## src/rtl/atten_pkg.sv

```systemverilog
package atten_pkg;
  localparam int ADDR_W  = 3;
  localparam int CODE_W  = 7;
  localparam int BYTE_W  = 8;
  localparam int FRAME_W = 2 * BYTE_W;
  localparam int FRAC_W  = 2;

  typedef enum logic [2:0] {
    ST_IDLE,
    ST_SHIFT,
    ST_SETUP,
    ST_LATCH,
    ST_HOLD
  } seq_state_t;
endpackage

```

## src/rtl/atten_frame_build.sv

```systemverilog
module atten_frame_build #(
  parameter int ADDR_W  = 3,
  parameter int CODE_W  = 7,
  parameter int BYTE_W  = 8,
  parameter int FRAC_W  = 2,
  localparam int FRAME_W = 2 * BYTE_W
) (
  input  logic [ADDR_W-1:0]  addr,
  input  logic [CODE_W-1:0]  value,
  input  logic               whole_db,
  output logic [FRAME_W-1:0] frame
);
  logic [CODE_W-1:0] code;

  always_comb begin
    if (whole_db) code = {value[CODE_W-FRAC_W-1:0], {FRAC_W{1'b0}}};
    else          code = value;
  end

  // low byte: code, unused top bits zero; high byte: address, rest zero
  always_comb begin
    frame = '0;
    frame[CODE_W-1:0] = code;
    frame[BYTE_W+ADDR_W-1:BYTE_W] = addr;
  end

  // whole-dB requests never carry fractional quarter steps
  always_comb begin
    if (whole_db) begin
      p_whole_frac_r2: assert (frame[FRAC_W-1:0] == '0);
    end
  end
endmodule

```

## src/rtl/atten_cycle_timer.sv

```systemverilog
module atten_cycle_timer #(
  parameter int CNT_W = 16
) (
  input  logic             clk,
  input  logic             rst_n,
  input  logic             load,
  input  logic [CNT_W-1:0] load_val,
  output logic             zero
);
  logic [CNT_W-1:0] cnt_q, cnt_d;

  always_comb begin
    if (load)              cnt_d = load_val;
    else if (cnt_q != '0)  cnt_d = cnt_q - 1'b1;
    else                   cnt_d = cnt_q;
  end

  always_ff @(posedge clk or negedge rst_n) begin
    if (!rst_n) cnt_q <= '0;
    else        cnt_q <= cnt_d;
  end

  assign zero = (cnt_q == '0);
endmodule

```

## src/rtl/atten_bit_shifter.sv

```systemverilog
module atten_bit_shifter #(
  parameter int W = 16
) (
  input  logic         clk,
  input  logic         rst_n,
  input  logic         load,
  input  logic         shift,
  input  logic [W-1:0] par_in,
  output logic         ser_out
);
  logic [W-1:0] sr_q, sr_d;

  always_comb begin
    if (load)       sr_d = par_in;
    else if (shift) sr_d = {1'b0, sr_q[W-1:1]};
    else            sr_d = sr_q;
  end

  always_ff @(posedge clk or negedge rst_n) begin
    if (!rst_n) sr_q <= '0;
    else        sr_q <= sr_d;
  end

  assign ser_out = sr_q[0];
endmodule

```

## src/rtl/atten_ser_master.sv

```systemverilog
module atten_ser_master
  import atten_pkg::*;
#(
  parameter int CNT_W = 16
) (
  input  logic              clk,
  input  logic              rst_n,
  input  logic              req_valid,
  output logic              req_ready,
  input  logic [ADDR_W-1:0] req_addr,
  input  logic [CODE_W-1:0] req_value,
  input  logic              req_whole_db,
  input  logic [CNT_W-1:0]  cfg_half_cycles,
  input  logic [CNT_W-1:0]  cfg_setup_cycles,
  input  logic [CNT_W-1:0]  cfg_latch_cycles,
  input  logic [CNT_W-1:0]  cfg_holdoff_cycles,
  output logic              ser_data,
  output logic              ser_clk,
  output logic              ser_le,
  output logic              busy
);
  localparam int BIT_W = $clog2(FRAME_W);
  localparam logic [BIT_W-1:0] LAST_BIT = BIT_W'(FRAME_W - 1);

  // reset: asserted asynchronously, released through two flops
  logic rst_meta_q, rst_sync_n;
  always_ff @(posedge clk or negedge rst_n) begin
    if (!rst_n) begin
      rst_meta_q <= 1'b0;
      rst_sync_n <= 1'b0;
    end else begin
      rst_meta_q <= 1'b1;
      rst_sync_n <= rst_meta_q;
    end
  end

  function automatic logic [CNT_W-1:0] span(input logic [CNT_W-1:0] n);
    return (n == '0) ? '0 : n - 1'b1;
  endfunction

  seq_state_t       st_q, st_d;
  logic             ph_q, ph_d;
  logic [BIT_W-1:0] bit_q, bit_d;
  logic             tmr_load, tmr_zero;
  logic [CNT_W-1:0] tmr_val;
  logic             sh_load, sh_shift, sh_out;
  logic [FRAME_W-1:0] frame;

  atten_frame_build #(
    .ADDR_W(ADDR_W), .CODE_W(CODE_W), .BYTE_W(BYTE_W), .FRAC_W(FRAC_W)
  ) u_build (
    .addr(req_addr), .value(req_value), .whole_db(req_whole_db), .frame(frame)
  );

  atten_cycle_timer #(.CNT_W(CNT_W)) u_timer (
    .clk(clk), .rst_n(rst_sync_n), .load(tmr_load), .load_val(tmr_val),
    .zero(tmr_zero)
  );

  atten_bit_shifter #(.W(FRAME_W)) u_shift (
    .clk(clk), .rst_n(rst_sync_n), .load(sh_load), .shift(sh_shift),
    .par_in(frame), .ser_out(sh_out)
  );

  // next-state process
  always_comb begin
    st_d     = st_q;
    ph_d     = ph_q;
    bit_d    = bit_q;
    tmr_load = 1'b0;
    tmr_val  = '0;
    sh_load  = 1'b0;
    sh_shift = 1'b0;
    unique case (st_q)
      ST_IDLE: begin
        if (req_valid) begin
          st_d     = ST_SHIFT;
          ph_d     = 1'b0;
          bit_d    = '0;
          sh_load  = 1'b1;
          tmr_load = 1'b1;
          tmr_val  = span(cfg_half_cycles);
        end
      end
      ST_SHIFT: begin
        if (tmr_zero) begin
          tmr_load = 1'b1;
          if (!ph_q) begin
            ph_d    = 1'b1;
            tmr_val = span(cfg_half_cycles);
          end else if (bit_q == LAST_BIT) begin
            st_d    = ST_SETUP;
            ph_d    = 1'b0;
            tmr_val = span(cfg_setup_cycles);
          end else begin
            ph_d     = 1'b0;
            bit_d    = bit_q + 1'b1;
            sh_shift = 1'b1;
            tmr_val  = span(cfg_half_cycles);
          end
        end
      end
      ST_SETUP: begin
        if (tmr_zero) begin
          st_d     = ST_LATCH;
          tmr_load = 1'b1;
          tmr_val  = span(cfg_latch_cycles);
        end
      end
      ST_LATCH: begin
        if (tmr_zero) begin
          st_d     = ST_HOLD;
          tmr_load = 1'b1;
          tmr_val  = span(cfg_holdoff_cycles);
        end
      end
      ST_HOLD: begin
        if (tmr_zero) st_d = ST_IDLE;
      end
      default: st_d = ST_IDLE;
    endcase
  end

  // register process
  always_ff @(posedge clk or negedge rst_sync_n) begin
    if (!rst_sync_n) begin
      st_q  <= ST_IDLE;
      ph_q  <= 1'b0;
      bit_q <= '0;
    end else begin
      st_q  <= st_d;
      ph_q  <= ph_d;
      bit_q <= bit_d;
    end
  end

  assign ser_clk   = (st_q == ST_SHIFT) & ph_q;
  assign ser_data  = (st_q == ST_SHIFT) & sh_out;
  assign ser_le    = (st_q == ST_LATCH);
  assign busy      = (st_q != ST_IDLE);
  assign req_ready = (st_q == ST_IDLE);

  // shifter output holds while the serial clock is high
  p_data_hold_r3: assert property (@(posedge clk) disable iff (!rst_sync_n)
    (ser_clk && $past(ser_clk)) |-> $stable(ser_data));

  // states other than idle are only left when the timer ran out
  p_timer_exit_r4: assert property (@(posedge clk) disable iff (!rst_sync_n)
    ((st_q != $past(st_q)) && ($past(st_q) != ST_IDLE)) |-> $past(tmr_zero));

  // latch only rises once the last bit has been sent
  p_le_after_bits_r5: assert property (@(posedge clk) disable iff (!rst_sync_n)
    $rose(ser_le) |-> (bit_q == LAST_BIT));

  // an accepted request starts a frame with the clock low
  p_accept_r7: assert property (@(posedge clk) disable iff (!rst_sync_n)
    (req_valid && req_ready) |=> (busy && !ser_clk && !ser_le));

  // busy only starts from a valid request
  p_start_on_valid_r7: assert property (@(posedge clk) disable iff (!rst_sync_n)
    $rose(busy) |-> $past(req_valid));
endmodule

```

## config.mk

```make
export PLATFORM = sky130hd
export DESIGN_NAME = atten_ser_master
export DESIGN_NICKNAME = d
export VERILOG_FILES = /design/src/rtl/atten_pkg.sv /design/src/rtl/atten_frame_build.sv /design/src/rtl/atten_cycle_timer.sv /design/src/rtl/atten_bit_shifter.sv /design/src/rtl/atten_ser_master.sv
export SDC_FILE = /design/constraint.sdc
export NUM_CORES = 1
export LEC_CHECK = 0
export BUFFER_PORTS_ARGS = -buffer_cell sky130_fd_sc_hd__buf_4
export CAP_MARGIN = 0
export CORE_AREA = 2 2 82 100
export DETAILED_ROUTE_END_ITERATION = 6
export DIE_AREA = 0 0 84 102
export PLACE_DENSITY = 0.77
export SKIP_LAST_GASP = 1
export SLEW_MARGIN = 10
export SYNTH_ARGS = -nofsm -noshare
export SYNTH_HDL_FRONTEND = slang
export SYNTH_HIERARCHICAL = 1
export SYNTH_SLANG_ARGS = --single-unit
```

## constraint.sdc

```tcl
create_clock -name clk -period 1.7 [get_ports clk]
set_input_delay 0.34 -clock clk [delete_from_list [all_inputs] [get_ports clk]]
set_output_delay 0.34 -clock clk [all_outputs]
set_load 0.005 [all_outputs]
```

==> summary.txt <==
STA
  • Final Cycle Share: 1.682
  • Rel. slew slack: 0.4722
  • Setup Viol. Count Final: 43
  • Final Slew Violations: 0
  • RSZ-0062 raised after global routing: yes
  • Clk_skew: 0.01933 ns
  • Final hold vios: 0
  • Tmin final: 2.860 ns
  • Final worst slack: -1.160 ns
  • Slew @ Worst Pin: 0.7918 ns
  • Max frequency: 349.6 MHz
  • Setup TNS: -32.34 ns
  • WHS: 0.2324 ns

Clock network
  • H-tree levels: 2
  • Clk Latency, worst-skew pair: 0.32 ns
  • Root buf cell: clkbuf_8
  • Worst-path clk slew: 0.11 ns
  • Max Root-Sink Buffers: 2
  • # clock sinks: 42
  • CTS tree: built
  • CTS buffer count: 5

Drt
  • Number of remaining DRC errors: 0
  • Total vias in the final route: 5,982
  • Routed WL per cell: 24.09 um
  • Drt initial violations: 847
  • DRT Wirelength: 20,860 um
  • Via density: 6.908
  • Drt pass-1 iters: 7
  • Routed Antenna Nets: 0

Floorplanning
  • Die area: 8568 um^2
  • Die X: 84 um
  • Num rows: 35
  • Die Y: 102 um
  • Core ar.: 7576 um^2
  • Boundary Pins: 83
  • Starting Density: 0.5630

GRT
  • Initial antenna violation count: 0
  • Overflow after GRT: 0
  • Vias in the first global route: 5,791
  • Largest net degree at the start of global routing: 41
  • Total track usage: 0.4145
  • Global-route wire length before repair: 28,150 um

Layout
  • Fin cells: 866
  • Area growth syn-to-layout: 60.78%
  • Share of layout cells above drive strength 1: 0.4832
  • # diodes: 0
  • Nets: 861

Run
  • Max cap viols: 0

Logic synthesis
  • Netlist cell types: 72
  • Synth Cell Area: 4265 um^2
  • Synth Register Bits: 42
  • Yosys top cell by area: dfrtp_1
  • Cells after Synth: 504
  • Largest cells by area after synthesis: dfrtp_1 (25%), xnor2_1 (8.4%), nand2_1 (5.1%)
  • Ys flop type: dfrtp_1
  • Post-synthesis sequential area ratio: 0.2464
  • Post-synthesis async set-or-reset flop share: 1.000
  • Number of enable flip-flop cells after synthesis: 0
  • Mean Syn Cell Area: 8.463 um^2
  • Synth top area share: 0.2464
  • Yosys Warn Count: 6

Pwr
  • Worst vdd ir: 1.097 mV
  • Comb pwr share: 0.648
  • Clock Power Share: 0.099
  • Reg power frac: 0.253
  • Switching share of power: 0.4476
  • NetSw: 0.003398 W
  • Leakage power: 3.097 nW
  • P per Cell Area: 1107 nW/um^2
  • Cell-internal power: 0.004195 W

Placed design
  • I/O Buffers: 82
  • Placer congestion estimate: 1.026
  • Post-DP HPWL: 11,360 um
  • Placed insts: 823

Setup path
  • CP required: 1.89 ns
  • Crit-path max FO: 5
  • CP Class: flip-flop to flip-flop
  • Crit start category: flip-flop
  • R2r setup slk: -1.16 ns
  • Crit path capture type: flip-flop
  • CP arrival: 3.05 ns

Worst hold path
  • Hold WC Path Type: input pin to flip-flop

Run status
  • Outcome: complete, but fails checks
  • Failing checks: setup timing
-- Yosys cell counts (5+ instances only) --
master,number
o21ai_0,23
nor3_1,14
nand2b_1,10
clkbuf_1,8
o211a_1,6
nor4_2,5
mux2_4,5
nor4_1,7
nand4_1,16
nand3_1,15
nor4_4,7
o211ai_1,5
nor2_1,32
buf_4,10
ha_1,10
or4_1,5
xor2_1,11
a22oi_1,15
dfrtp_1,42
nand2_1,58
nand3b_1,5
xnor2_1,41
buf_2,6
nand4b_1,6
nor2b_1,5
o21ai_1,15
mux2i_1,19
a21oi_1,12
inv_1,15
-- worst max-delay path: stages (launching register included) --
cell and delay, ns:
dfrtp_1 0.39, inv_2 0.08, ha_4 0.16, nor3b_4 0.15
nand3_2 0.11, nor2_4 0.06, buf_4 0.14, nor4bb_4 0.15
o21a_1 0.15, buf_6 0.15, a222oi_1 0.72, o21ai_1 0.21
nand2_1 0.18, o31ai_1 0.09
-- layout by cell type (no fill, tap or decap), types with 5 or more instances in the layout --
cell / synthesis / routed
o21ai_1: 15 / 20
nand2b_1: 10 / 9
nand2_1: 58 / 56
mux2_4: 5 / 5
inv_1: 15 / 13
inv_2: 3 / 5
o211a_1: 6 / 6
nand3b_1: 5 / 5
or4_1: 5 / 5
dfrtp_1: 42 / 40
buf_4: 10 / 256
nand4_1: 16 / 16
o21ai_0: 23 / 9
nor2b_1: 5 / 5
nand3_1: 15 / 15
a22oi_1: 15 / 11
nor4_1: 7 / 7
mux2i_1: 19 / 15
nor2_1: 32 / 29
nor3_1: 14 / 14
xor2_1: 11 / 11
a21oi_1: 12 / 7
o21ai_2: 0 / 9
buf_6: 3 / 22
nand4b_1: 6 / 6
xnor2_1: 41 / 41
clkbuf_8: 0 / 5
nor4_4: 7 / 7
ha_1: 10 / 9
o211ai_1: 5 / 5
conb_1: 2 / 7
nor4_2: 5 / 5
-- stage by stage --
stage	cell area (um^2)	utilization	total power (W)	worst slack, ns
after floorplan	4359	-	0.003663	-0.8058
after global placement	6163	0.8135	0.005258	-0.7537
after detailed placement	6163	0.8135	0.005445	-0.8485
after CTS	6655	0.8784	0.006614	-0.7204
after global routing	6858	0.9052	0.007834	-1.226
final	6858	0.9052	0.007593	-1.160
-- power groups by stage --
stage / Sequential, W / Clock (W) / Combinational (W)
3_3_place_gp: 0.00177 / 0 / 0.00348
5_1_grt: 0.00193 / 0.000778 / 0.00512
6_report: 0.00192 / 0.000749 / 0.00492
2_1_floorplan: 0.00180 / 0 / 0.00186
3_5_place_dp: 0.00181 / 0 / 0.00363
4_1_cts: 0.00181 / 0.000712 / 0.00409
-- metal layers --
metal	GRT usage	share of wire
met1	0.4320	0.32
met2	0.7502	0.46
met3	0.09208	0.11
met4	0.2804	0.11
met5	0	0
-- cell families (layout without fill, tap and decap cells) --
kind of cell               count (synthesis)  count (layout)  synth area share
and+or+nand+nor                          215             215            0.3107
AOI/OAI and AO/OA                        112             113            0.1801
xor gates and xnor gates                  52              52            0.1068
buffers and inverters                     46             310           0.06013
DFF                                       42              42            0.2464
muxes                                     25              25           0.06483
adders and majority gates                 10              10           0.02933
other                                      2               7          0.001761
-- area by class of cell --
class	instances	area, um^2
flip-flops and latches	42	1054
multi-input cells	422	3269
repair buffers	284	2260
well taps	92	115.1
fillers	309	718.2
clock inverters	3	23.77
clock buffers	5	68.82
inverters	18	67.56
-- path summary, 6_finish.rpt --
kind | startpoint | to | depth (start not counted)
worst max-delay path | u_timer/cnt_q[0] | u_timer/cnt_q[0] | 13
worst min-delay path | req_addr[1] | u_shift/sr_q[9] | 3
worst max register to register | u_timer/cnt_q[0] | u_timer/cnt_q[0] | 13
worst min register to register | rst_sync_n | u_shift/sr_q[0] | 1
max in group asynchronous | rst_sync_n | u_shift/sr_q[13] | 1
min in group asynchronous | rst_sync_n | u_shift/sr_q[0] | 1
-- repair_timing --
item | 4_1_cts | 5_1_grt
resized for setup | 57 | 36
hold endpoints to repair | 2 | 0
setup endpoints to repair | 42 | 45
pin swaps | 18 | 24
setup buffers | 26 | 12
gates cloned | 1 | 1
hold buffers | 1 | 0
-- registers in the layout, indices dropped and copies added (netlist names) --
register / count
st_q: 3
bit_q: 4
rst_meta_q: 1
u_timer/cnt_q: 16
u_shift/sr_q: 16
rst_sync_n: 1
ph_q: 1
(Power assumes the default switching activity.)
